--- config.mk ---
export PLATFORM = sky130hd
export DESIGN_NAME = lsd16_ctrl
export DESIGN_NICKNAME = d
export VERILOG_FILES = /design/src/rtl/lsd_pkg.sv /design/src/rtl/lsd_pin_sync.sv /design/src/rtl/lsd_frame_engine.sv /design/src/rtl/lsd_ov_filter.sv /design/src/rtl/lsd16_ctrl.sv
export SDC_FILE = /design/constraint.sdc
export NUM_CORES = 1
export LEC_CHECK = 0
export ABC_AREA = 1
export BUFFER_PORTS_ARGS = -buffer_cell sky130_fd_sc_hd__buf_4
export CAP_MARGIN = 5
export CORE_MARGIN = 2
export CORE_UTILIZATION = 31
export DETAILED_ROUTE_END_ITERATION = 12
export GPL_TIMING_DRIVEN = 0
export SKIP_LAST_GASP = 1
export SYNTH_ARGS = -nofsm -noshare
export SYNTH_HDL_FRONTEND = slang
export SYNTH_SLANG_ARGS = --single-unit
export TNS_END_PERCENT = 100
--- constraint.sdc ---
create_clock -name clk -period 2.4 [get_ports clk]
set_input_delay 0.12 -clock clk [delete_from_list [all_inputs] [get_ports clk]]
set_output_delay 0.12 -clock clk [all_outputs]
set_load 0.01 [all_outputs]
--- src/rtl/lsd_pkg.sv ---
package lsd_pkg;
   localparam int unsigned FRAME_W = 24;
   localparam int unsigned CH_N    = 16;
   localparam int unsigned PAD_W   = FRAME_W - CH_N - 2;
   localparam int unsigned CNT_W   = $clog2(FRAME_W) + 1;
   localparam int unsigned RETRY_BIT = CH_N;

   typedef struct packed {
      logic             any_flt;
      logic             ov_flt;
      logic [PAD_W-1:0] zeros;
      logic [CH_N-1:0]  ch_flt;
   } status_t;
endpackage

--- src/rtl/lsd_pin_sync.sv ---
module lsd_pin_sync #(
   parameter int unsigned STAGES = 2,
   parameter int unsigned W      = 1,
   parameter logic [W-1:0] RST_VAL = '0
) (
   input  logic         clk,
   input  logic         rst_n,
   input  logic [W-1:0] din,
   output logic [W-1:0] dout
);
   if (STAGES < 2) begin : g_bad_stages
      $error("lsd_pin_sync: STAGES must be at least 2");
   end

   logic [W-1:0] stg [STAGES];

   always_ff @(posedge clk or negedge rst_n) begin
      if (!rst_n) begin
         for (int i = 0; i < STAGES; i++) stg[i] <= RST_VAL;
      end else begin
         stg[0] <= din;
         for (int i = 1; i < STAGES; i++) stg[i] <= stg[i-1];
      end
   end

   assign dout = stg[STAGES-1];
endmodule

--- src/rtl/lsd_frame_engine.sv ---
module lsd_frame_engine
   import lsd_pkg::*;
(
   input  logic               clk,
   input  logic               rst_n,
   input  logic               sclk_s,
   input  logic               cs_n_s,
   input  logic               mosi_s,
   input  logic [FRAME_W-1:0] status,
   output logic               frame_start,
   output logic               cmd_valid,
   output logic [FRAME_W-1:0] cmd_word,
   output logic               miso,
   output logic               miso_oe
);
   logic               sclk_d, cs_d;
   logic               sclk_rise, sclk_fall, cs_fall, cs_rise, sel;
   logic [FRAME_W-1:0] rx_sr, tx_sr;
   logic [CNT_W-1:0]   bit_cnt;
   logic               miso_q;

   assign sclk_rise = sclk_s & ~sclk_d;
   assign sclk_fall = ~sclk_s & sclk_d;
   assign cs_fall   = cs_d & ~cs_n_s;
   assign cs_rise   = ~cs_d & cs_n_s;
   assign sel       = ~cs_n_s;

   always_ff @(posedge clk or negedge rst_n) begin
      if (!rst_n) begin
         sclk_d    <= 1'b0;
         cs_d      <= 1'b1;
         rx_sr     <= '0;
         tx_sr     <= '0;
         bit_cnt   <= '0;
         miso_q    <= 1'b0;
         cmd_word  <= '0;
         cmd_valid <= 1'b0;
      end else begin
         sclk_d    <= sclk_s;
         cs_d      <= cs_n_s;
         cmd_valid <= 1'b0;
         if (cs_fall) begin
            tx_sr   <= status;
            rx_sr   <= '0;
            bit_cnt <= '0;
            miso_q  <= 1'b0;
         end else if (sel) begin
            if (sclk_fall) begin
               rx_sr <= {rx_sr[FRAME_W-2:0], mosi_s};
               if (bit_cnt != '1) bit_cnt <= bit_cnt + 1'b1;
            end
            if (sclk_rise) begin
               miso_q <= tx_sr[FRAME_W-1];
               tx_sr  <= {tx_sr[FRAME_W-2:0], 1'b0};
            end
         end
         if (cs_rise && bit_cnt == CNT_W'(FRAME_W)) begin
            cmd_word  <= rx_sr;
            cmd_valid <= 1'b1;
         end
      end
   end

   assign frame_start = cs_fall;
   assign miso        = miso_q;
   assign miso_oe     = sel;

   AST_MISO_HOLD: assert property (@(posedge clk) disable iff (!rst_n)
      (sel && !sclk_rise && !cs_fall) |=> $stable(miso_q));
   AST_IDLE_NO_COUNT: assert property (@(posedge clk) disable iff (!rst_n)
      cs_n_s |=> $stable(bit_cnt));
   AST_ONE_CMD_PER_FRAME: assert property (@(posedge clk) disable iff (!rst_n)
      cmd_valid |=> !cmd_valid);
endmodule

--- src/rtl/lsd_ov_filter.sv ---
module lsd_ov_filter #(
   parameter int unsigned LIMIT = 6250
) (
   input  logic clk,
   input  logic rst_n,
   input  logic ov_in,
   output logic shut
);
   localparam int unsigned CW = (LIMIT < 2) ? 1 : $clog2(LIMIT);

   if (LIMIT < 1) begin : g_bad_limit
      $error("lsd_ov_filter: LIMIT must be at least 1");
   end

   logic [CW-1:0] run_cnt;

   always_ff @(posedge clk or negedge rst_n) begin
      if (!rst_n) begin
         run_cnt <= '0;
         shut    <= 1'b0;
      end else if (!ov_in) begin
         run_cnt <= '0;
         shut    <= 1'b0;
      end else if (!shut) begin
         if (run_cnt == CW'(LIMIT - 1)) shut <= 1'b1;
         else                           run_cnt <= run_cnt + 1'b1;
      end
   end

   AST_SHUT_NEEDS_OV: assert property (@(posedge clk) disable iff (!rst_n)
      $rose(shut) |-> $past(ov_in));
   AST_SHUT_RELEASE: assert property (@(posedge clk) disable iff (!rst_n)
      !ov_in |=> !shut);
endmodule

--- src/rtl/lsd16_ctrl.sv ---
module lsd16_ctrl
   import lsd_pkg::*;
#(
   parameter int unsigned SYNC_STAGES    = 2,
   parameter int unsigned OV_FILT_CYCLES = 6250
) (
   input  logic            clk,
   input  logic            rst_n,
   input  logic            spi_sclk,
   input  logic            spi_cs_n,
   input  logic            spi_mosi,
   output logic            spi_miso,
   output logic            spi_miso_oe,
   input  logic [CH_N-1:0] ch_fault,
   input  logic            ov_det,
   output logic [CH_N-1:0] ch_on
);
   if (FRAME_W < CH_N + 3) begin : g_bad_frame
      $error("lsd16_ctrl: frame too short for status layout");
   end

   logic [2:0]         pins_s;
   logic               sclk_s, cs_n_s, mosi_s;
   logic               frame_start, cmd_valid;
   logic [FRAME_W-1:0] cmd_word;
   logic               ov_shut;
   logic [CH_N-1:0]    en_q;
   logic               retry_q, hold_off, ov_seen, all_off;
   status_t            stat;
   logic               unused_hi;

   lsd_pin_sync #(.STAGES(SYNC_STAGES), .W(3), .RST_VAL(3'b010)) u_sync (
      .clk(clk), .rst_n(rst_n),
      .din({spi_sclk, spi_cs_n, spi_mosi}),
      .dout(pins_s)
   );
   assign {sclk_s, cs_n_s, mosi_s} = pins_s;

   always_comb begin
      stat.ov_flt  = ov_seen | ov_shut;
      stat.any_flt = stat.ov_flt | (|ch_fault);
      stat.zeros   = '0;
      stat.ch_flt  = ch_fault;
   end

   lsd_frame_engine u_eng (
      .clk(clk), .rst_n(rst_n),
      .sclk_s(sclk_s), .cs_n_s(cs_n_s), .mosi_s(mosi_s),
      .status(stat),
      .frame_start(frame_start), .cmd_valid(cmd_valid), .cmd_word(cmd_word),
      .miso(spi_miso), .miso_oe(spi_miso_oe)
   );

   lsd_ov_filter #(.LIMIT(OV_FILT_CYCLES)) u_ovf (
      .clk(clk), .rst_n(rst_n), .ov_in(ov_det), .shut(ov_shut)
   );

   assign unused_hi = ^cmd_word[FRAME_W-1:RETRY_BIT+1];

   always_ff @(posedge clk or negedge rst_n) begin
      if (!rst_n) begin
         en_q     <= '0;
         retry_q  <= 1'b0;
         hold_off <= 1'b0;
         ov_seen  <= 1'b0;
      end else begin
         if (cmd_valid) begin
            en_q     <= cmd_word[CH_N-1:0];
            retry_q  <= cmd_word[RETRY_BIT];
            hold_off <= 1'b0;
         end
         if (ov_shut && !retry_q) hold_off <= 1'b1;
         if (ov_shut)          ov_seen <= 1'b1;
         else if (frame_start) ov_seen <= 1'b0;
      end
   end

   assign all_off = ov_shut | hold_off;

   for (genvar i = 0; i < CH_N; i++) begin : g_ch
      assign ch_on[i] = en_q[i] & ~all_off;
   end

   AST_OFF_IN_SHUTDOWN: assert property (@(posedge clk) disable iff (!rst_n)
      ov_shut |-> (ch_on == '0));
   AST_CMD_HOLD: assert property (@(posedge clk) disable iff (!rst_n)
      !cmd_valid |=> ($stable(en_q) && $stable(retry_q)));
   AST_FLAG_AFTER_SHUT: assert property (@(posedge clk) disable iff (!rst_n)
      $fell(ov_shut) |-> ov_seen);
endmodule

## Yosys cells after proc, flatten, opt, wreduce, memory -nomap -nowiden

Index checks and enable logic that the tools add are counted.

- Output and inout bits: 18
- Input port bits: 22
- Word-level logic and storage cells: 89
- Register bits after elaboration: 107

- Equality and inequality tests: 6
- Reduce and logical (&&, ||, !) cells: 13
- Add/subtract/negate cells: 2
- Muxes and demuxes: 24
- Bitwise logic cells: 28

Operators by type and width:

| kind | count |
|---|---|
| two-way mux 24 bit | 3 |
| two-way mux 17 bit | 3 |
| two-way mux 13 bit | 3 |
| two-way mux 6 bit | 4 |
| bitwise AND 1 bit | 20 |
| OR reduction 16 bit | 1 |
| adder 13 x 1 -> 13 bit (second input constant) | 1 |
| == test 13 bit (second input constant) | 1 |
| two-way mux 1 bit | 11 |
| nonzero test 2 bit | 5 |
| adder 6 x 1 -> 6 bit (second input constant) | 1 |
| == test 6 x 5 -> 1 bit (second input constant) | 1 |
| != test 2 bit (second input constant) | 3 |
| != test 6 bit (second input constant) | 1 |
| AND reduction 2 bit | 3 |
| inverter 1 bit | 5 |
| OR 1 bit | 3 |
| AND reduction 3 bit | 1 |
| logical AND 1 bit | 2 |
| zero test 1 bit | 1 |

## Logic depth before layout (Yosys ltp)

Gate-level depths: netlist (run 1).

- Depth after elaboration: 5
- Gate-level depth with buffers: 9
- Mapped depth without buffers: 9

## By module

From an unflattened synthesis (run 1), not the netlist that was laid out.

- Cell total of the unflattened synthesis: 640
- Area total of the unflattened synthesis: 5626.6 sq um

By module, submodules not included:

| module | area each (sq um) | cells an instance | sequential area each (sq um) | instances |
|---|---|---|---|---|
| lsd_frame_engine | 3555.9 | 379 | 2053.2 | 1 |
| lsd_ov_filter | 949.7 | 140 | 350.3 | 1 |
| lsd16_ctrl | 945.9 | 112 | 475.5 | 1 |
| lsd_pin_sync | 175.2 | 9 | 152.6 | 1 |

## Worst setup path after synthesis (run 1)

No wires, ideal clock.

- Path kind: flip-flop to flip-flop
- Start: register u_sync.stg (netlist bit u_sync.dout[1])
- End: register u_eng.cmd_word[14]
- Library setup time: 117 ps
- Slack: 991 ps
- Stages on the path, launching flop included: 7
- Data required time: 2283 ps
- Data arrival time: 1292 ps
- Cell sequence: dfstp_2 inv_2 nor4_4 nand2_4 buf_6 nand2_2 o21ai_2

- Longest elaborated chain between the ends: 2

Ends and longest elaborated chain:

| what | RTL line | source |
|---|---|---|
| start, declared | lsd_pin_sync.sv:15 | `logic [W-1:0] stg [STAGES];` |
| bitwise AND 1 bit | lsd_frame_engine.sv:25 | `assign cs_rise = ~cs_d & cs_n_s;` |
| logical AND 1 bit | lsd_frame_engine.sv:57 | `if (cs_rise && bit_cnt == CNT_W'(FRAME_W)) begin` |
| end signal, assigned | lsd_frame_engine.sv:58 | `cmd_word <= rx_sr;` |
| end, declared | lsd_frame_engine.sv:12 | `output logic [FRAME_W-1:0] cmd_word,` |

Every way passes these cells.
A chain may end at the register's enable or synchronous reset.

## Worst setup path in the final report (run 1)

- Start: register u_ovf.shut
- End: output port ch_on[2]

- Longest elaborated chain between the ends: 3

Ends and longest elaborated chain:

| what | RTL line | source |
|---|---|---|
| start, declared | lsd_ov_filter.sv:7 | `output logic shut` |
| start signal, assigned | lsd_ov_filter.sv:20 | `shut <= 1'b0;` |
| start signal, assigned | lsd_ov_filter.sv:23 | `shut <= 1'b0;` |
| start signal, assigned | lsd_ov_filter.sv:25 | `if (run_cnt == CW'(LIMIT - 1)) shut <= 1'b1;` |
| OR 1 bit | lsd16_ctrl.sv:78 | `assign all_off = ov_shut \| hold_off;` |
| inverter 1 bit | lsd16_ctrl.sv:81 | `assign ch_on[i] = en_q[i] & ~all_off;` |
| bitwise AND 1 bit | lsd16_ctrl.sv:81 |  |
| end, declared | lsd16_ctrl.sv:16 | `output logic [CH_N-1:0] ch_on` |

Every way passes these cells.

==> flow_metrics.env, run 1 <==
export IMPL_cp_arrival_ps=1620
export IMPL_max_freq_mhz=574
export IMPL_power_leakage_nw=2.72
export IMPL_grt_overflow=0
export IMPL_final_area_um2=5830
export IMPL_vias=3745
export IMPL_final_setup_tns_ps=0
export IMPL_crit_buf_inv=3
export IMPL_finalHoldViolations=0
export IMPL_clkLatencyLatePin_ps=350
export IMPL_p_switching_mw=0.969
export IMPL_crit_type="reg2out"
export IMPL_holdWs_ps=45.8
export IMPL_place_area_um2=5460
export IMPL_critPathSlowestCell="dfrtp_1"
export IMPL_fin_crit_sh=0.726
export IMPL_internal_power_mw=2.91
export IMPL_grt_pass1_vias=3650
export IMPL_globalplace_congestion=0.817
export IMPL_cpPeakStageDelay_ps=380
export IMPL_clk_path_buf_depth=2
export IMPL_pwr_share_seq=0.523
export IMPL_diodes=0
export IMPL_drt_initial_drc_count=217
export IMPL_grt_usage=0.128
export IMPL_end_kind="primary output"
export IMPL_ys_seq_area_frac=0.547
export IMPL_grt_pass1_wl_um=17100
export IMPL_rows=45
export IMPL_ys_flop_type="dfrtp_1"
export IMPL_fp_dieH_um=130
export IMPL_io_pins=40
export IMPL_peakVddDrop_v=0.000363
export IMPL_portBuffers=39
export IMPL_cts_made_buffers=9
export IMPL_antenna_found_initial=0
export IMPL_drive_gt1_frac=0.167
export IMPL_startpoint_type="flip-flop"
export IMPL_max_slew_margin=0.702
export IMPL_finalWirelength_um=9830
export IMPL_slew_viol_final=0
export IMPL_p_comb_frac=0.101
export IMPL_p_sw_frac=0.250
export IMPL_wire_per_inst_um=11.7
export IMPL_cts_sinks=107
export IMPL_async_flop_share=1.00
export IMPL_setup_violations=0
export IMPL_vias_per_cell=4.46
export IMPL_die_x_um=130
export IMPL_synth_nets=594
export IMPL_worstMarginPinSlew_ps=447
export IMPL_clkPwrFrac=0.376
export IMPL_htree_levels=3
export IMPL_maxCapViolations=0
export IMPL_synth_cells=568
export IMPL_power_density_nw_per_um2=666
export IMPL_yosys_warnings=0
export IMPL_syn_avg_cell_area_um2=8.63
export IMPL_placedCellCount=818
export IMPL_hp_class="in2reg"
export IMPL_drc=0
export IMPL_fin_util=0.381
export IMPL_critical_path_top_delay_family="buffers and inverters"
export IMPL_instances_no_fill=840
export IMPL_dp_hpwl_um=6960
export IMPL_cts_root_buf="clkbuf_16"
export IMPL_core_um2=15300
export IMPL_fin_nets=650
export IMPL_netlist_area_um2=4900
export IMPL_fin_skew_ps=5.31
export IMPL_start_util=0.320
export IMPL_cts_resized=0
export IMPL_area_growth_syn_to_layout_pct=18.9
export IMPL_dr_pass1_iters=4
export IMPL_ys_types=34
export IMPL_path_clk_slew_ps=70
export IMPL_dieArea_um2=16800
export IMPL_cts_tree="done"
export IMPL_crit_chain="inv_1, nand2_1, clkbuf_1, nor2_1, buf_4"
export IMPL_grt_setup_unrepaired="no"
export IMPL_ys_ff_latch=107
export IMPL_crit_fanout=10
export IMPL_ant_nets=0
export IMPL_worst_ep_required_time_ps=2280
export IMPL_grt_max_degree=108
export IMPL_status="completed"
export IMPL_synth_edf_count=0
export IMPL_layout_min_cycle_time_ps=1740
## registers in the layout, summed over array words and instances (netlist names), 3 cells and up
register	flops
u_eng.cmd_word	17
u_eng.tx_sr	24
u_sync.stg	3
en_q	16
u_ovf.run_cnt	13
u_eng.bit_cnt	6
u_eng.rx_sr	17
u_sync.dout	3
## layout by cell type, fill, tap and decap left out, types with 3 or more instances in the layout
master and count:
nand2_1 135, dfrtp_1 104, nor2_1 70, inv_1 62, o21ai_0 46, nand3_1 45, buf_4 40, o21ai_2 17
a31oi_1 15, buf_2 10, clkbuf_1 9, clkbuf_16 9, buf_6 6, o21ai_1 6, a21oi_1 6, xor2_1 5
dlygate4sd3_1 5, nand4_1 4, ha_1 4, nand2_4 3, nor3_1 3, dfstp_2 3
## what timing repair did
item,4_1_cts,5_1_grt
hold buffers,4,1
endpoints found under the hold margin,4,42
buffers inserted,0,0
## per-layer routing
layer,GRT usage,share of wire,up-vias
li1,-,-,1922
met3,0.0262,0.035,12
met1,0.170,0.48,1746
met4,0.0569,0.018,0
met2,0.204,0.47,65
met5,0,0,-
## cell type report
class	count	area (um^2)
inverter	65	246
multi-input combinational	372	1830
tap	211	264
buffer	24	149
clock buffer	12	236
timing repair buffer	45	374
clock inverter	4	51.3
fill	1594	9490
sequential	107	2680
## through the flow
stage	setup WS [ps]	total power, mW
CTS	614	3.92
detailed placement	766	2.45
finish	658	3.88
global route	513	4.07
floorplan	991	2.29
global placement	793	2.43
## Yosys cell counts, types with 2 or more instances
| cell | instances | area share |
|---|---|---|
| o21ai_1 | 6 | 0.0061 |
| nor3_1 | 3 | 0.0031 |
| buf_6 | 5 | 0.011 |
| nand3_1 | 45 | 0.046 |
| dfstp_2 | 3 | 0.016 |
| buf_4 | 2 | 0.0031 |
| nor2_1 | 70 | 0.054 |
| a21oi_1 | 6 | 0.0061 |
| dfrtp_1 | 104 | 0.53 |
| or2_2 | 2 | 0.0026 |
| o21ai_0 | 46 | 0.047 |
| o21ai_2 | 17 | 0.030 |
| clkbuf_1 | 6 | 0.0046 |
| a31oi_1 | 15 | 0.019 |
| xor2_1 | 5 | 0.0089 |
| buf_2 | 10 | 0.010 |
| inv_1 | 62 | 0.047 |
| nand2_2 | 2 | 0.0026 |
| nand2_1 | 135 | 0.10 |
| nand4_1 | 4 | 0.0051 |
| ha_1 | 4 | 0.010 |
| nand2_4 | 3 | 0.0069 |
| inv_2 | 2 | 0.0015 |
## worst min-delay path, cell delays in order
cell and delay [ps]:
buf_4 120, nand2_1 50, a31oi_1 70
## kinds of logic after synthesis
kind of cell	count (synthesis)	share of synthesized area
AND/OR/NAND/NOR	268	0.235
flip-flops	107	0.547
AO/OA/AOI/OAI	94	0.116
buffers and inverters	89	0.0807
XOR/XNOR	5	0.00893
adder cells (fa/ha/maj)	4	0.0102
multiplexers	1	0.00230
## path summary, 6_finish.rpt
path	startpoint	end	slack [ps]	cells after the start
max	u_ovf.shut	ch_on[2]	660	5
min	ch_fault[6]	u_eng.tx_sr[6]	50	3
max reg2reg	u_eng.cs_d	u_eng.rx_sr[15]	780	6
min reg2reg	u_sync.stg[4]	u_sync.dout[1]	360	0
max in group asynchronous	rst_n	u_eng.cs_d	1470	3
min in group asynchronous	rst_n	en_q[8]	250	2
## power groups by stage
stage | combinational (mW) | sequential, mW | clock [mW]
6_report | 0.393 | 2.03 | 1.46
5_1_grt | 0.458 | 2.05 | 1.56
4_1_cts | 0.392 | 2.03 | 1.50
3_5_place_dp | 0.387 | 2.06 | 0
3_3_place_gp | 0.373 | 2.06 | 0
2_1_floorplan | 0.253 | 2.04 | 0
(Power assumes the default switching activity.)
==> run 2, diff against run 1 <==
==> constraint.sdc (replaced) <==
create_clock -name clk -period 1.5 [get_ports clk]
set_input_delay 0.075 -clock clk [delete_from_list [all_inputs] [get_ports clk]]
set_output_delay 0.075 -clock clk [all_outputs]
set_load 0.01 [all_outputs]
==> flow_metrics.env, run 2 (synthesis gave the netlist of run 1 again) <==
export IMPL_status="completed"
export IMPL_clkPwrFrac=0.370
export IMPL_start_util=0.320
export IMPL_max_freq_mhz=687
export IMPL_drt_initial_drc_count=208
export IMPL_area_growth_syn_to_layout_pct=26.1
export IMPL_worst_ep_required_time_ps=1780
export IMPL_grt_setup_unrepaired="yes"
export IMPL_setup_violations=0
export IMPL_io_pins=40
export IMPL_cts_made_buffers=9
export IMPL_finalWirelength_um=10200
export IMPL_clk_path_buf_depth=2
export IMPL_pwr_share_seq=0.514
export IMPL_internal_power_mw=4.73
export IMPL_p_sw_frac=0.251
export IMPL_dieArea_um2=16800
export IMPL_peakVddDrop_v=0.000570
export IMPL_critPathSlowestCell="dfstp_2"
export IMPL_dr_pass1_iters=4
export IMPL_crit_chain="clkinv_4, nor2_8, inv_8, o21ai_4, buf_6, nand3_2, o21ai_0"
export IMPL_grt_util_met1=0.170
export IMPL_fin_crit_sh=0.971
export IMPL_hold_start="ch_fault[10]"
export IMPL_vias=3848
export IMPL_cts_sinks=107
export IMPL_reg2reg_depth=7
export IMPL_cts_tree="done"
export IMPL_grt_pass1_wl_um=17300
export IMPL_wire_per_inst_um=11.8
export IMPL_max_slew_margin=0.699
export IMPL_crit_start="u_eng.cs_d"
export IMPL_busiest_layer="met2"
export IMPL_setup_ws_ps=43.7
export IMPL_globalplace_congestion=0.817
export IMPL_startpoint_type="flip-flop"
export IMPL_die_x_um=130
export IMPL_layout_min_cycle_time_ps=1460
export IMPL_core_um2=15300
export IMPL_p_comb_frac=0.116
export IMPL_power_density_nw_per_um2=1020
export IMPL_largestRegisters="u_eng.tx_sr x24, u_eng.cmd_word x17, u_eng.rx_sr x17"
export IMPL_finalHoldViolations=0
export IMPL_crit_fanout=7
export IMPL_hp_class="in2reg"
export IMPL_fp_dieH_um=130
export IMPL_final_setup_tns_ps=0
export IMPL_instances_no_fill=864
export IMPL_use_met3=0.0254
export IMPL_grt_max_degree=108
export IMPL_r2r_start="u_eng.cs_d"
export IMPL_dp_slack_ps=-134
export IMPL_placedCellCount=818
export IMPL_maxCapViolations=0
export IMPL_cpPeakStageDelay_ps=560
export IMPL_slew_viol_final=0
export IMPL_portBuffers=39
export IMPL_most_common_layout_cells="nand2_1, dfrtp_1, nor2_1"
export IMPL_vias_per_cell=4.45
export IMPL_power_leakage_nw=2.85
export IMPL_ant_nets=0
export IMPL_final_area_um2=6180
export IMPL_grt_pass1_vias=3680
export IMPL_diodes=0
export IMPL_place_area_um2=5460
export IMPL_drive_gt1_frac=0.221
export IMPL_min_path_cells=3
export IMPL_end_kind="flip-flop"
export IMPL_nFillCells=1567
export IMPL_crit_type="reg2reg"
export IMPL_largest_reg_flops=24
export IMPL_cts_root_buf="clkbuf_16"
export IMPL_path_clk_slew_ps=70
export IMPL_holdWs_ps=12.9
export IMPL_drc=0
export IMPL_p_switching_mw=1.59
export IMPL_htree_levels=3
export IMPL_worstMarginPinSlew_ps=451
export IMPL_clkLatencyLatePin_ps=350
export IMPL_cp_arrival_ps=1730
export IMPL_top_register="u_eng.tx_sr"
export IMPL_grt_usage=0.129
export IMPL_rows=45
export IMPL_fin_nets=674
export IMPL_dp_hpwl_um=6960
export IMPL_fin_util=0.404
export IMPL_fin_skew_ps=5.36
export IMPL_p_total_mw=6.32
export IMPL_met2_usage=0.208
export IMPL_layout_commonest_cell="nand2_1"
export IMPL_grt_overflow=0
export IMPL_antenna_found_initial=0
==> run 2: power by group through the flow <==
stage	sequential, mW	combinational (mW)	clock [mW]
detailed placement	3.30	0.619	0
floorplan	3.27	0.404	0
finish	3.25	0.732	2.34
CTS	3.24	0.672	2.40
global route	3.27	0.840	2.50
global placement	3.29	0.597	0
==> run 2: final timing paths <==
| kind | to | slack, ps |
|---|---|---|
| setup / recovery | u_eng.bit_cnt[5] | 40 |
| setup reg to reg | u_eng.bit_cnt[5] | 40 |
| hold / removal | u_eng.tx_sr[10] | 10 |
| max in group asynchronous | u_eng.cs_d | 610 |
| min in group asynchronous | en_q[8] | 210 |
| hold reg to reg | u_sync.dout[1] | 360 |
==> run 2: area by class of cell <==
cell class                 count  area, um^2  share of cell area
buffer                        22         168              0.0271
clock buffer                  12         236              0.0383
clock inverter                 4        51.3             0.00830
inverter                      65         256              0.0415
multi-input combinational    372        1900               0.308
sequential                   107        2680               0.434
tap                          211         264              0.0427
timing repair buffer          70         611              0.0988
timing repair inverter         1        6.26             0.00101
==> run 2: what timing repair did <==
item | 4_1_cts | 5_1_grt
setup buffers | 6 | 10
setup endpoints to repair | 79 | 69
pin swaps | 1 | 9
resized for setup | 15 | 38
cloned | 1 | 3
hold buffers | 10 | 1
hold endpoints to repair | 10 | 42
==> run 2: metal layers <==
layer / part of all wire / wire length, um / up-vias
met2: 0.48 / 4860 / 71
met5: 0 / 0 / -
met1: 0.47 / 4800 / 1796
met4: 0.018 / 180 / 0
met3: 0.034 / 349 / 12
li1: - / - / 1969
==> run 2: critical path: cells and delay by family, from the launching register on <==
kind / cells / cell delay (ps)
and+or+nand+nor: 2 / 220
AOI/OAI and AO/OA: 2 / 290
buffers and inverters: 3 / 310
DFF: 1 / 560
